<file path="config.mk">
export PLATFORM = sky130hd
export DESIGN_NAME = uart_lpbk_switch
export DESIGN_NICKNAME = d
export VERILOG_FILES = /design/src/rtl/lpbk_pkg.sv /design/src/rtl/lpbk_sync.sv /design/src/rtl/lpbk_mode_fsm.sv /design/src/rtl/lpbk_route.sv /design/src/rtl/lpbk_msr_track.sv /design/src/rtl/uart_lpbk_switch.sv
export SDC_FILE = /design/constraint.sdc
export NUM_CORES = 1
export LEC_CHECK = 0
export BUFFER_PORTS_ARGS = -buffer_cell sky130_fd_sc_hd__buf_2
export CORE_MARGIN = 1.5
export CORE_UTILIZATION = 30
export CTS_CLUSTER_SIZE = 10
export DETAILED_ROUTE_END_ITERATION = 16
export GPL_ROUTABILITY_DRIVEN = 0
export PLACE_DENSITY_LB_ADDON = 0.08
export SLEW_MARGIN = 20
export SYNTH_ARGS = -nofsm -noshare
export SYNTH_HDL_FRONTEND = slang
export SYNTH_SLANG_ARGS = --single-unit
</file>
<file path="constraint.sdc">
create_clock -name clk -period 1.2 [get_ports clk]
set_clock_uncertainty 0.1 [all_clocks]
set_input_delay 0.12 -clock clk [delete_from_list [all_inputs] [get_ports clk]]
set_output_delay 0.12 -clock clk [all_outputs]
set_load 0.03 [all_outputs]
</file>
<file path="src/rtl/lpbk_pkg.sv">
package lpbk_pkg;
    typedef enum logic [0:0] {
        MODE_NORMAL = 1'b0,
        MODE_LOOP   = 1'b1
    } lpbk_mode_e;

    localparam int MODEM_W = 4;
    localparam int CTRL_W  = 5;

    // status vector order, also the nibble order of the status byte
    localparam int ST_CTS = 0;
    localparam int ST_DSR = 1;
    localparam int ST_RI  = 2;
    localparam int ST_CD  = 3;

    // control bit positions
    localparam int CB_DTR  = 0;
    localparam int CB_RTS  = 1;
    localparam int CB_OP1  = 2;
    localparam int CB_OP2  = 3;
    localparam int CB_LOOP = 4;
endpackage

</file>
<file path="src/rtl/lpbk_sync.sv">
module lpbk_sync #(
    parameter int WIDTH  = 4,
    parameter int STAGES = 2
) (
    input  logic             clk,
    input  logic             rst_n,
    input  logic [WIDTH-1:0] d_i,
    output logic [WIDTH-1:0] q_o
);
    localparam int LAST = STAGES - 1;

    for (genvar g = 0; g < WIDTH; g++) begin : g_bit
        logic [STAGES-1:0] chain_q;
        always_ff @(posedge clk or negedge rst_n) begin
            if (!rst_n) begin
                chain_q <= '0;
            end else begin
                chain_q <= {chain_q[STAGES-2:0], d_i[g]};
            end
        end
        assign q_o[g] = chain_q[LAST];
    end
endmodule

</file>
<file path="src/rtl/lpbk_mode_fsm.sv">
module lpbk_mode_fsm
    import lpbk_pkg::*;
(
    input  logic clk,
    input  logic rst_n,
    input  logic loop_req_i,
    output logic loop_o
);
    lpbk_mode_e state_q, state_d;

    always_comb begin
        state_d = state_q;
        unique case (state_q)
            MODE_NORMAL: if (loop_req_i)  state_d = MODE_LOOP;    // GO_LOOP
            MODE_LOOP:   if (!loop_req_i) state_d = MODE_NORMAL;  // GO_NORMAL
        endcase
    end

    always_ff @(posedge clk or negedge rst_n) begin
        if (!rst_n) begin
            state_q <= MODE_NORMAL;
        end else begin
            state_q <= state_d;
        end
    end

    always_comb begin
        loop_o = (state_q == MODE_LOOP);
    end
endmodule

</file>
<file path="src/rtl/lpbk_route.sv">
module lpbk_route
    import lpbk_pkg::*;
(
    input  logic               loop_i,
    input  logic [CTRL_W-2:0]  ctrl_i,
    input  logic               core_txd_i,
    input  logic               pin_rxd_i,
    input  logic [MODEM_W-1:0] ext_stat_i,
    output logic               pin_txd_o,
    output logic               core_rxd_o,
    output logic [CTRL_W-2:0]  pin_ctrl_o,
    output logic [MODEM_W-1:0] stat_o
);
    logic [MODEM_W-1:0] looped;

    always_comb begin
        looped         = '0;
        looped[ST_CTS] = ctrl_i[CB_RTS];
        looped[ST_DSR] = ctrl_i[CB_DTR];
        looped[ST_RI]  = ctrl_i[CB_OP1];
        looped[ST_CD]  = ctrl_i[CB_OP2];
    end

    always_comb begin
        if (loop_i) begin
            pin_txd_o  = 1'b1;
            core_rxd_o = core_txd_i;
            pin_ctrl_o = '0;
            stat_o     = looped;
        end else begin
            pin_txd_o  = core_txd_i;
            core_rxd_o = pin_rxd_i;
            pin_ctrl_o = ctrl_i;
            stat_o     = ext_stat_i;
        end
    end
endmodule

</file>
<file path="src/rtl/lpbk_msr_track.sv">
module lpbk_msr_track
    import lpbk_pkg::*;
(
    input  logic               clk,
    input  logic               rst_n,
    input  logic [MODEM_W-1:0] stat_i,
    input  logic               rd_i,
    output logic [MODEM_W-1:0] level_o,
    output logic [MODEM_W-1:0] flag_o
);
    logic [MODEM_W-1:0] level_q, flag_q, delta, flag_d;

    always_comb begin
        delta        = stat_i ^ level_q;
        delta[ST_RI] = level_q[ST_RI] & ~stat_i[ST_RI];
        flag_d       = (rd_i ? '0 : flag_q) | delta;
    end

    always_ff @(posedge clk or negedge rst_n) begin
        if (!rst_n) begin
            level_q <= '0;
            flag_q  <= '0;
        end else begin
            level_q <= stat_i;
            flag_q  <= flag_d;
        end
    end

    assign level_o = level_q;
    assign flag_o  = flag_q;
endmodule

</file>
<file path="src/rtl/uart_lpbk_switch.sv">
module uart_lpbk_switch
    import lpbk_pkg::*;
#(
    parameter int SYNC_STAGES = 2
) (
    input  logic              clk,
    input  logic              rst_n,
    input  logic [CTRL_W-1:0] mcr_i,
    input  logic              msr_rd_i,
    input  logic              msr_irq_en_i,
    input  logic              core_txd_i,
    output logic              core_rxd_o,
    output logic              pin_txd_o,
    input  logic              pin_rxd_i,
    input  logic              pin_cts_i,
    input  logic              pin_dsr_i,
    input  logic              pin_ri_i,
    input  logic              pin_cd_i,
    output logic              pin_dtr_o,
    output logic              pin_rts_o,
    output logic              pin_op1_o,
    output logic              pin_op2_o,
    output logic [7:0]        msr_o,
    output logic              modem_irq_o
);
    logic               loop;
    logic [MODEM_W-1:0] ext_raw, ext_sync, stat_sel, level, flag;
    logic [CTRL_W-2:0]  pin_ctrl;

    always_comb begin
        ext_raw         = '0;
        ext_raw[ST_CTS] = pin_cts_i;
        ext_raw[ST_DSR] = pin_dsr_i;
        ext_raw[ST_RI]  = pin_ri_i;
        ext_raw[ST_CD]  = pin_cd_i;
    end

    lpbk_sync #(.WIDTH(MODEM_W), .STAGES(SYNC_STAGES)) u_sync (
        .clk   (clk),
        .rst_n (rst_n),
        .d_i   (ext_raw),
        .q_o   (ext_sync)
    );

    lpbk_mode_fsm u_fsm (
        .clk        (clk),
        .rst_n      (rst_n),
        .loop_req_i (mcr_i[CB_LOOP]),
        .loop_o     (loop)
    );

    lpbk_route u_route (
        .loop_i     (loop),
        .ctrl_i     (mcr_i[CTRL_W-2:0]),
        .core_txd_i (core_txd_i),
        .pin_rxd_i  (pin_rxd_i),
        .ext_stat_i (ext_sync),
        .pin_txd_o  (pin_txd_o),
        .core_rxd_o (core_rxd_o),
        .pin_ctrl_o (pin_ctrl),
        .stat_o     (stat_sel)
    );

    lpbk_msr_track u_msr (
        .clk     (clk),
        .rst_n   (rst_n),
        .stat_i  (stat_sel),
        .rd_i    (msr_rd_i),
        .level_o (level),
        .flag_o  (flag)
    );

    assign pin_dtr_o   = pin_ctrl[CB_DTR];
    assign pin_rts_o   = pin_ctrl[CB_RTS];
    assign pin_op1_o   = pin_ctrl[CB_OP1];
    assign pin_op2_o   = pin_ctrl[CB_OP2];
    assign msr_o       = {level, flag};
    assign modem_irq_o = msr_irq_en_i & (|flag);
endmodule

</file>
==> parameters.txt, run 1 <==
Parameter                              Value

Clocking
  Master cell of the clock root buffer ... sky130_fd_sc_hd__clkbuf_4
  Count of H-tree levels built during CTS ... 1
  Clock buffers created by TritonCTS ... 3
  Register clock-pin slew on the reported worst setup and hold paths ... about 90 ps
  Clock insertion delay at the later pin of the skew report ... 280 ps
  Number of clock sinks ... 17
  Buffer depth of the longest clock path ... 2
  TritonCTS clock tree ... yes

Routing
  Ratio of routed vias to standard cells ... ~4.1
  Average wire length per cell after detail routing ... 10.2 um
  TritonRoute pass-1 iters ... 1
  Total wire length ... approximately 1200 um
  Drt drc ... 0
  Routed via count ... roughly 500
  Final antenna-violating net count ... 0
  Violation count after the first detailed-route iteration ... 0

Pwr
  Static leakage power ... approximately 0.52 nW
  Total power after layout ... around 1.3 mW
  Power per cell area ... 1170 nW/um^2
  Worst vdd rail ir drop ... about 0.8 mV

STA
  Number of hold-slack violations in the final timing report ... 0
  Worst Slack Setup Final ... -278 ps
  Unrepaired setup endpoints after global routing ... true
  Max-slew violation total from the final report ... 0
  Post-route clock period utilization ... 123%
  Worst slew pin tran ... roughly 370 ps
  Time the final worst path needs with I/O delays and setup ... between 1000 and 1500 ps
  Setup TNS ... -1640 ps
  Setup violation total in the final timing report ... 12
  Relative max-transition margin ... between 70% and 80%
  Achievable clock frequency ... between 0.6 and 0.7 GHz

Global route
  GRT Util Overall ... between 10 and 15%
  Number of global-route vias before repair ... between 500 and 600
  Wire length of the first global-routing pass ... ~2100 um
  Antenna violations before repair ... 0
  Global route total overflow ... 0
  Largest net degree at the start of global routing ... 18

Place
  Final HPWL DP ... between 800 and 900 um
  Pre-CTS setup slack ... -108 ps
  Buffers added on ports ... 29

Logic synthesis
  Yosys warning total ... 0
  Fraction of synthesized cell area taken by the top area cell type ... between 60 and 70%
  Area leader, netlist ... sky130_fd_sc_hd__dfrtp_1
  Post-synth net total ... 59
  Seq cells post-synth ... 17
  Gate count after technology mapping ... 44
  Combined area of all synthesized cells ... between 600 and 700 um^2
  Sequential cell area fraction in the yosys report ... about two thirds
  Leading post-synthesis cells by cell area ... sky130_fd_sc_hd__dfrtp_1, sky130_fd_sc_hd__mux2_4, sky130_fd_sc_hd__nor2b_1
  Synthesized area per cell ... between 10 and 15 um^2
  Number of different library cells in the post-synthesis netlist ... 12

Critical path
  Crit end category ... primary output
  Data arrival time of the worst path ... between 1000 and 1500 ps
  Reg2reg start ... u_fsm.loop_o$_DFF_PN0_
  Critical Path RT ... 980 ps
  Kind of critical path ... flop to primary output
  Highest net fanout along the worst path ... 2
  Launch point of the critical path ... u_msr.flag_o[0]$_DFF_PN0_
  Reg2reg setup slack ... -120 ps
  Number of cells on the worst reg-to-reg path ... 4
  Crit Reg-Reg Endpoint ... u_msr.flag_o[1]$_DFF_PN0_
  Critical Path Start Type ... flop

Layout
  Multi-input logic area ... ~210 um^2
  Syn-to-layout area delta ... 66.9%
  Sequential cell area ... roughly 430 um^2
  Final-stage net count ... roughly 110
  Filler instances ... around 180
  Layout cells sized above 1 ... about three fifths
  Ant. Diodes ... 0

Floorplanning
  Horiz. Die Dim ... 49.7 um
  Height of the die ... ~50 um
  Full die area ... between 2000 and 2500 um^2
  Initial core utilization ... roughly a third
  Standard-cell rows ... 16
  Number of primary I/O pins ... 30
  Std-Cell Core Area ... about 2000 um^2

Flow run
  Max Cap Viol ... 0

Worst hold path
  Worst Hold Class ... input pin to async pin

Outcome
  Run status ... finished with violations
  Violations in the final reports ... setup timing
## area by class of cell
cell class                 instances  share of cell area, %
timing repair buffer              48                   35.0
sequential                        17                   39.4
tap                               27                   3.10
clock buffer                       4                   2.41
inverter                           2                  0.689
multi-input combinational         24                   19.4
## synth_stat cells
cell type / n
sky130_fd_sc_hd__dfrtp_1: 17
sky130_fd_sc_hd__mux2_4: 3
sky130_fd_sc_hd__nor3_2: 3
sky130_fd_sc_hd__buf_6: 1
sky130_fd_sc_hd__or2_2: 1
sky130_fd_sc_hd__o22ai_1: 1
sky130_fd_sc_hd__nor2b_1: 6
sky130_fd_sc_hd__inv_1: 2
sky130_fd_sc_hd__o41a_1: 1
sky130_fd_sc_hd__a21oi_1: 3
sky130_fd_sc_hd__and2b_2: 4
sky130_fd_sc_hd__mux2_2: 2
## cell families after synthesis
family	count (synthesis)	synth area share (%)
mux	5	10.3
flops	17	65.1
simple gates	14	16.7
compound gates	5	4.98
buf+inv	3	2.87
## sequential cells by signal, indices dropped and copies added, names as in the netlist
name / flops
u_sync.g_bit.chain_q: 8
u_msr.flag_o: 4
u_msr.level_o: 4
u_fsm.loop_o: 1
## worst max-delay path, stage by stage (launching register included)
cell and delay [ps]:
sky130_fd_sc_hd__dfrtp_2 420, sky130_fd_sc_hd__o41a_1 410, sky130_fd_sc_hd__buf_6 150
## layout by cell type (no fill, tap or decap), types with 4 or more instances in the layout
master | synthesis | layout
sky130_fd_sc_hd__buf_6 | 1 | 11
sky130_fd_sc_hd__nor2b_1 | 6 | 6
sky130_fd_sc_hd__dfrtp_1 | 17 | 14
sky130_fd_sc_hd__and2b_2 | 4 | 4
sky130_fd_sc_hd__dlygate4sd3_1 | 0 | 11
sky130_fd_sc_hd__buf_2 | 0 | 19
sky130_fd_sc_hd__buf_4 | 0 | 7
## metal layers
metal / wire (um) / share of wire [%] / vias up / GRT usage [%]
met1: 473 / 38 / 234 / 11.5
met5: 0 / 0 / - / 0
met3: 114 / 9.2 / 0 / 6.36
li1: - / - / 248 / -
met4: 0 / 0 / 0 / 1.39
met2: 651 / 53 / 22 / 21.1
## through the flow
step,util [%],hold WS (ps),instances,instance area [um^2]
3_5_place_dp,41.5,-40.3,100,831
4_1_cts,53.3,171,120,1070
3_3_place_gp,41.5,-41.9,100,831
5_1_grt,54.4,202,122,1090
2_1_floorplan,-,-276,44,656
6_report,54.4,174,122,1090
## repair_timing
| action | 4_1_cts | 5_1_grt |
|---|---|---|
| setup buffers | 5 | 2 |
| gates resized for setup | 21 | 2 |
| hold buffers | 11 | 0 |
| hold endpoints to repair | 27 | 0 |
| pin swaps | 1 | 0 |
| endpoints found under the setup margin | 12 | 14 |
| gates cloned | 0 | 0 |
## power breakdown
part	switching, mW	internal, mW	leakage [nW]	total, mW
Clock	0.160	0.129	0.0150	0.289
Sequential	0.0244	0.616	0.193	0.641
Combinational	0.167	0.178	0.310	0.345
Total	0.352	0.923	0.518	1.28
## worst max-delay path by stage
stage / depth (start not counted) / to / slack (ps)
after floorplan: 1 / modem_irq_o / -50
after global placement: 3 / u_msr.flag_o[0]$_DFF_PN0_ / -100
after detailed placement: 3 / u_msr.flag_o[0]$_DFF_PN0_ / -110
after CTS: 2 / modem_irq_o / -300
after global routing: 2 / modem_irq_o / -330
final: 2 / modem_irq_o / -280
Power figures use the tool's default switching activity.
==> run 2, diff against run 1 <==
==> constraint.sdc (replaced) <==
create_clock -name clk -period 1.7 [get_ports clk]
set_clock_uncertainty 0.1 [all_clocks]
set_input_delay 0.17 -clock clk [delete_from_list [all_inputs] [get_ports clk]]
set_output_delay 0.17 -clock clk [all_outputs]
set_load 0.03 [all_outputs]
==> parameters.txt, run 2 (synthesis gave the netlist of run 1 again) <==
Parameter                              Value

Outcome
  Run status ... finished, final reports clean (was finished with violations)

STA
  Setup TNS ... 0 ps (was -1640 ps)
  Relative max-transition margin ... 74.9% (was 75.4%)
  Post-route clock period utilization ... a little over 90%
  Time the final worst path needs with I/O delays and setup ... between 1500 and 2000 ps
  Achievable clock frequency ... ~0.63 GHz
  Worst slew pin tran ... 377 ps (was 369 ps)
  Setup violation total in the final timing report ... 0 (was 12)
  Number of hold-slack violations in the final timing report ... 0 (unchanged)
  Unrepaired setup endpoints after global routing ... false (was true)
  Max-slew violation total from the final report ... 0 (unchanged)

Place
  Buffers added on ports ... 29 (unchanged)

Critical path
  Critical Path RT ... 1430 ps (was 980 ps)
  Number of cells on the worst reg-to-reg path ... 3 (was 4)
  Crit Reg-Reg Endpoint ... u_msr.flag_o[0]$_DFF_PN0_ (was u_msr.flag_o[1]$_DFF_PN0_)
  Reg2reg setup slack ... 460 ps (was -120 ps)
  Data arrival time of the worst path ... 1310 ps (was 1260 ps)
  Highest net fanout along the worst path ... 10 (was 2)
  Kind of critical path ... flop to primary output (unchanged)
  Crit end category ... primary output (unchanged)
  Reg2reg start ... u_fsm.loop_o$_DFF_PN0_ (unchanged)
  Critical Path Start Type ... flop (unchanged)

Layout
  Layout cells sized above 1 ... 57.3% (was 58.9%)
  Leading cell types in the layout, fill and taps excluded ... sky130_fd_sc_hd__buf_2, sky130_fd_sc_hd__dfrtp_1, sky130_fd_sc_hd__nor2b_1, sky130_fd_sc_hd__dlygate4sd3_1, sky130_fd_sc_hd__and2b_2 (was sky130_fd_sc_hd__buf_2, sky130_fd_sc_hd__dfrtp_1, sky130_fd_sc_hd__dlygate4sd3_1, sky130_fd_sc_hd__buf_6, sky130_fd_sc_hd__buf_4)
  Largest register FFs ... 8 (unchanged)
  Final-stage net count ... 98 (was 111)
  Register bank with the most flops ... u_sync.g_bit.chain_q (unchanged)
  Ant. Diodes ... 0 (unchanged)
  Leading cell type in the layout, fill and taps excluded ... sky130_fd_sc_hd__buf_2 (unchanged)
  Filler instances ... 200 (was 179)
  Syn-to-layout area delta ... 39.7% (was 66.9%)
  Utilization of the core after routing ... 45.6% (was 54.4%)

Floorplanning
  Horiz. Die Dim ... 49.7 um (unchanged)
  Standard-cell rows ... 16 (unchanged)
  Number of primary I/O pins ... 30 (unchanged)
  Initial core utilization ... 32.6% (unchanged)
  Std-Cell Core Area ... 2000 um^2 (unchanged)
  Full die area ... 2470 um^2 (unchanged)
  Height of the die ... 49.7 um (unchanged)

Worst hold path
  Worst Hold Class ... input pin to flop (was input pin to async pin)
  Cell depth of the worst min-delay path ... 2
  Sink of the worst hold path ... u_msr.flag_o[2]$_DFF_PN0_
  Hold path startpoint ... msr_rd_i

Global route
  GRT Util Overall ... 9.53% (was 11.5%)
  Antenna violations before repair ... 0 (unchanged)
  Largest net degree at the start of global routing ... 18 (unchanged)
  Number of global-route vias before repair ... 440 (was 525)
  Global route total overflow ... 0 (unchanged)
  Wire length of the first global-routing pass ... 1780 um (was 2120 um)

Clocking
  Clock insertion delay at the later pin of the skew report ... 290 ps (was 280 ps)
  TritonCTS clock tree ... yes (unchanged)
  Clock buffers created by TritonCTS ... 3 (unchanged)
  Register clock-pin slew on the reported worst setup and hold paths ... 100 ps (was 90 ps)
  Buffer depth of the longest clock path ... 2 (unchanged)
  Count of H-tree levels built during CTS ... 1 (unchanged)
  Master cell of the clock root buffer ... sky130_fd_sc_hd__clkbuf_4 (unchanged)
  Number of buffers inserted to repair setup after CTS ... 0 (was 5)
  Number of clock sinks ... 17 (unchanged)

Routing
  TritonRoute pass-1 iters ... 2 (was 1)
  Ratio of routed vias to standard cells ... 4.16 (was 4.13)
  Routed via count ... 453 (was 504)
  Final antenna-violating net count ... 0 (unchanged)
  Violation count after the first detailed-route iteration ... 2 (was 0)
  Total wire length ... 1080 um (was 1240 um)
  Drt drc ... 0 (unchanged)
  Average wire length per cell after detail routing ... 9.90 um (was 10.2 um)

Flow run
  Max Cap Viol ... 0 (unchanged)

Pwr
  Power per cell area ... 923 nW/um^2 (was 1170 nW/um^2)
  Static leakage power ... 0.438 nW (was 0.518 nW)
  Worst vdd rail ir drop ... 0.649 mV (was 0.820 mV)
-- run 2: final cells by class --
cell class              instances  area [um^2]  share of cell area, %
repair buffers                 35          205                   22.5
clock inverters                 1         7.51                  0.823
multi-input cells              24          209                   22.9
clock buffers                   3         22.5                   2.47
inverters                       2         7.51                  0.823
flip-flops and latches         17          427                   46.8
well taps                      27         33.8                   3.70
-- run 2: worst max path at each step --
stage / startpoint / endpoint / slack [ps] / depth (start not counted)
2_1_floorplan: u_msr.flag_o[1]$_DFF_PN0_ / modem_irq_o / 370 / 1
3_3_place_gp: u_fsm.loop_o$_DFF_PN0_ / core_rxd_o / 340 / 2
3_5_place_dp: u_fsm.loop_o$_DFF_PN0_ / core_rxd_o / 340 / 2
4_1_cts: u_fsm.loop_o$_DFF_PN0_ / core_rxd_o / 100 / 2
5_1_grt: u_fsm.loop_o$_DFF_PN0_ / core_rxd_o / 50 / 2
6_report: u_fsm.loop_o$_DFF_PN0_ / core_rxd_o / 120 / 2
-- run 2: layer usage --
metal	up-vias	share of wire (%)	GRT usage (%)
li1	223	-	-
met2	22	49	16.0
met1	208	41	10.3
met3	0	10	6.06
met4	0	0	1.39
met5	-	0	0
-- run 2: critical path, stage by stage, from the launching register on --
cell	delay (ps)
sky130_fd_sc_hd__dfrtp_2	480
sky130_fd_sc_hd__mux2_2	360
sky130_fd_sc_hd__buf_2	180
-- run 2: power breakdown --
part	switching [mW]	internal [mW]	leakage [nW]	total, mW
registers	0.0191	0.434	0.194	0.453
clock network	0.124	0.0894	0.0139	0.214
logic	0.103	0.0719	0.230	0.175
total	0.247	0.595	0.438	0.842
-- run 2: repair_timing --
| item | 4_1_cts | 5_1_grt |
|---|---|---|
| hold buffers | 6 | 0 |
| gates resized for setup | 1 | 0 |
| setup endpoints to repair | 1 | 0 |
| endpoints found under the hold margin | 22 | 0 |
-- run 2: stage by stage --
step                      hold slack, ps  instance area, um^2  power, mW  instances  setup WS [ps]
after floorplan                     -226                  653      0.570         44            369
after global placement              10.4                  821      0.626         99            338
after detailed placement            11.3                  821      0.629         99            342
after CTS                           12.6                  912      0.863        109           95.4
after global routing                1.34                  912      0.894        109           45.7
final                               27.0                  912      0.842        109            125
==> run 3, diff against run 2 <==
--- a/config.mk
+++ b/config.mk
@@ -12,6 +12,7 @@
 export DETAILED_ROUTE_END_ITERATION = 16
 export GPL_ROUTABILITY_DRIVEN = 0
 export PLACE_DENSITY_LB_ADDON = 0.08
+export RECOVER_POWER = 50
 export SLEW_MARGIN = 20
 export SYNTH_ARGS = -nofsm -noshare
 export SYNTH_HDL_FRONTEND = slang
==> parameters.txt, run 3 (synthesis gave the netlist of run 1 again) <==
Parameter                              Value

Clocking
  Buffer depth of the longest clock path ... 2 (unchanged)
  TritonCTS clock tree ... yes (unchanged)
  Clock buffers created by TritonCTS ... 3 (unchanged)
  Master cell of the clock root buffer ... sky130_fd_sc_hd__clkbuf_4 (unchanged)
  Clock insertion delay at the later pin of the skew report ... 290 ps (about the same)
  Register clock-pin slew on the reported worst setup and hold paths ... 100 ps (about the same)
  Count of H-tree levels built during CTS ... 1 (unchanged)
  Number of buffers inserted to repair setup after CTS ... 0 (unchanged)
  Number of clock sinks ... 17 (unchanged)

Routing
  TritonRoute pass-1 iters ... 2 (unchanged)
  Final antenna-violating net count ... 0 (unchanged)
  Drt drc ... 0 (unchanged)
  Total wire length ... 1080 um (about the same)
  Violation count after the first detailed-route iteration ... 2 (unchanged)
  Average wire length per cell after detail routing ... 9.88 um (was 9.90 um)
  Routed via count ... 453 (unchanged)
  Ratio of routed vias to standard cells ... 4.16 (unchanged)

Critical path
  Launch point of the critical path ... u_fsm.loop_o$_DFF_PN0_ (unchanged)
  Delay of the slowest cell on the worst path ... 480 ps (about the same)
  Kind of critical path ... flop to primary output (unchanged)
  Reg2reg start ... u_fsm.loop_o$_DFF_PN0_ (unchanged)
  Crit end category ... primary output (unchanged)
  Crit-path slowest cell ... sky130_fd_sc_hd__dfrtp_2 (unchanged)
  Critical Path Start Type ... flop (unchanged)
  Critical Path RT ... 1430 ps (about the same)
  Cell-by-cell trace of the critical path ... mux2_2 > buf_2 (unchanged)
  Data arrival time of the worst path ... 1310 ps (about the same)
  Highest net fanout along the worst path ... 10 (unchanged)

Layout
  Non-filler cells in the finished layout ... 109 (unchanged)
  Final-stage net count ... 98 (unchanged)
  Filler instances ... 200 (unchanged)
  Leading cell types in the layout, fill and taps excluded ... sky130_fd_sc_hd__buf_2, sky130_fd_sc_hd__dfrtp_1, sky130_fd_sc_hd__nor2b_1, sky130_fd_sc_hd__dlygate4sd3_1, sky130_fd_sc_hd__and2b_2 (unchanged)
  Largest register FFs ... 8 (unchanged)
  Register bank with the most flops ... u_sync.g_bit.chain_q (unchanged)
  Layout cells sized above 1 ... 56.1% (was 57.3%)
  Leading cell type in the layout, fill and taps excluded ... sky130_fd_sc_hd__buf_2 (unchanged)
  Ant. Diodes ... 0 (unchanged)
  Syn-to-layout area delta ... 39.5% (was 39.7%)

Place
  DP Cell Count ... 99 (unchanged)
  Buffers added on ports ... 29 (unchanged)

Global route
  Number of global-route vias before repair ... 440 (unchanged)
  GRT Util Overall ... 9.53% (unchanged)
  Wire length of the first global-routing pass ... 1780 um (unchanged)
  Antenna violations before repair ... 0 (unchanged)
  Global routing usage on met1 ... 10.3% (unchanged)
  Largest net degree at the start of global routing ... 18 (unchanged)
  Most Crowded Layer GR ... met2 (unchanged)
  Global route total overflow ... 0 (unchanged)
  Global-route track usage on met2 ... 16.0% (unchanged)
  Global routing met3 resource utilization ... 6.06% (unchanged)

STA
  Setup TNS ... 0 ps (unchanged)
  Worst slew pin tran ... 901 ps (was 377 ps)
  Max-slew violation total from the final report ... 0 (unchanged)
  Number of hold-slack violations in the final timing report ... 0 (unchanged)
  Post-route clock period utilization ... 92.7% (unchanged)
  Achievable clock frequency ... 0.635 GHz (unchanged)
  Unrepaired setup endpoints after global routing ... false (unchanged)
  Time the final worst path needs with I/O delays and setup ... 1580 ps (unchanged)
  Worst hold margin ... 27.0 ps (about the same)
  Relative max-transition margin ... 39.9% (was 74.9%)
  Setup violation total in the final timing report ... 0 (unchanged)

Pwr
  Clock network fraction of total power ... 25.4% (about the same)
  Sequential power share ... 53.8% (about the same)
  Power per cell area ... 924 nW/um^2 (was 923 nW/um^2)
  Net load switching power ... 0.247 mW (about the same)
  Gate power share ... 20.8% (about the same)
  Power Internal ... 0.595 mW (about the same)
  Static leakage power ... 0.435 nW (was 0.438 nW)
  Switching part of the total ... 29.3% (about the same)
  Worst vdd rail ir drop ... 0.649 mV (about the same)

Floorplanning
  Full die area ... 2470 um^2 (unchanged)
  Standard-cell rows ... 16 (unchanged)
  Height of the die ... 49.7 um (unchanged)
  Horiz. Die Dim ... 49.7 um (unchanged)
  Std-Cell Core Area ... 2000 um^2 (unchanged)
  Initial core utilization ... 32.6% (unchanged)
  Number of primary I/O pins ... 30 (unchanged)

Worst hold path
  Worst Hold Class ... input pin to flop (unchanged)
  Hold path startpoint ... msr_rd_i (unchanged)

Outcome
  Run status ... finished, final reports clean (unchanged)

Flow run
  Max Cap Viol ... 0 (unchanged)
## run 3: critical path: cells and delay by family (launching register included)
family	cells	cell delay, ps
DFF	1	480
muxes	1	360
buffers and inverters	1	180
## run 3: power groups by stage
stage | Combinational, mW | Sequential [mW] | Clock, mW
finish | 0.175 | 0.453 | 0.214
floorplan | 0.0741 | 0.496 | 0
CTS | 0.177 | 0.454 | 0.232
detailed placement | 0.167 | 0.462 | 0
global route | 0.187 | 0.458 | 0.249
global placement | 0.165 | 0.461 | 0
## run 3: final cells by class
type	instances	area [um^2]	area share [%]
sequential	17	427	46.8
multi-input combinational	24	209	22.9
timing repair buffer	35	204	22.4
tap	27	33.8	3.71
clock buffer	3	22.5	2.47
clock inverter	1	7.51	0.824
inverter	2	7.51	0.824
## run 3: path summary, 6_finish.rpt
path	to	slack, ps	cells after the start
max	core_rxd_o	120	2
min in group asynchronous	u_sync.g_bit[3].chain_q[1]$_DFF_PN0_	410	2
max in group asynchronous	u_fsm.loop_o$_DFF_PN0_	480	2
max reg2reg	u_msr.flag_o[0]$_DFF_PN0_	460	3
min	u_msr.flag_o[2]$_DFF_PN0_	30	2
min reg2reg	u_sync.g_bit[2].chain_q[1]$_DFF_PN0_	260	0
## run 3: what timing repair did
item                                    4_1_cts  5_1_grt
hold endpoints to repair                     22        0
resized for setup                             1        0
hold buffers                                  6        0
endpoints found under the setup margin        1        0
## run 3: metal layers
layer	vias up	wire length, um
li1	223	-
met4	0	0
met3	0	110
met2	22	528
met5	-	0
met1	208	438
## run 3: metrics by stage
| stage | setup slack, ps | cell area, um^2 | utilization [%] | power [mW] |
|---|---|---|---|---|
| floorplan | 369 | 653 | - | 0.570 |
| global placement | 338 | 821 | 41.0 | 0.626 |
| detailed placement | 342 | 821 | 41.0 | 0.629 |
| CTS | 95.4 | 912 | 45.6 | 0.863 |
| global route | 45.7 | 911 | 45.5 | 0.894 |
| finish | 125 | 911 | 45.5 | 0.842 |
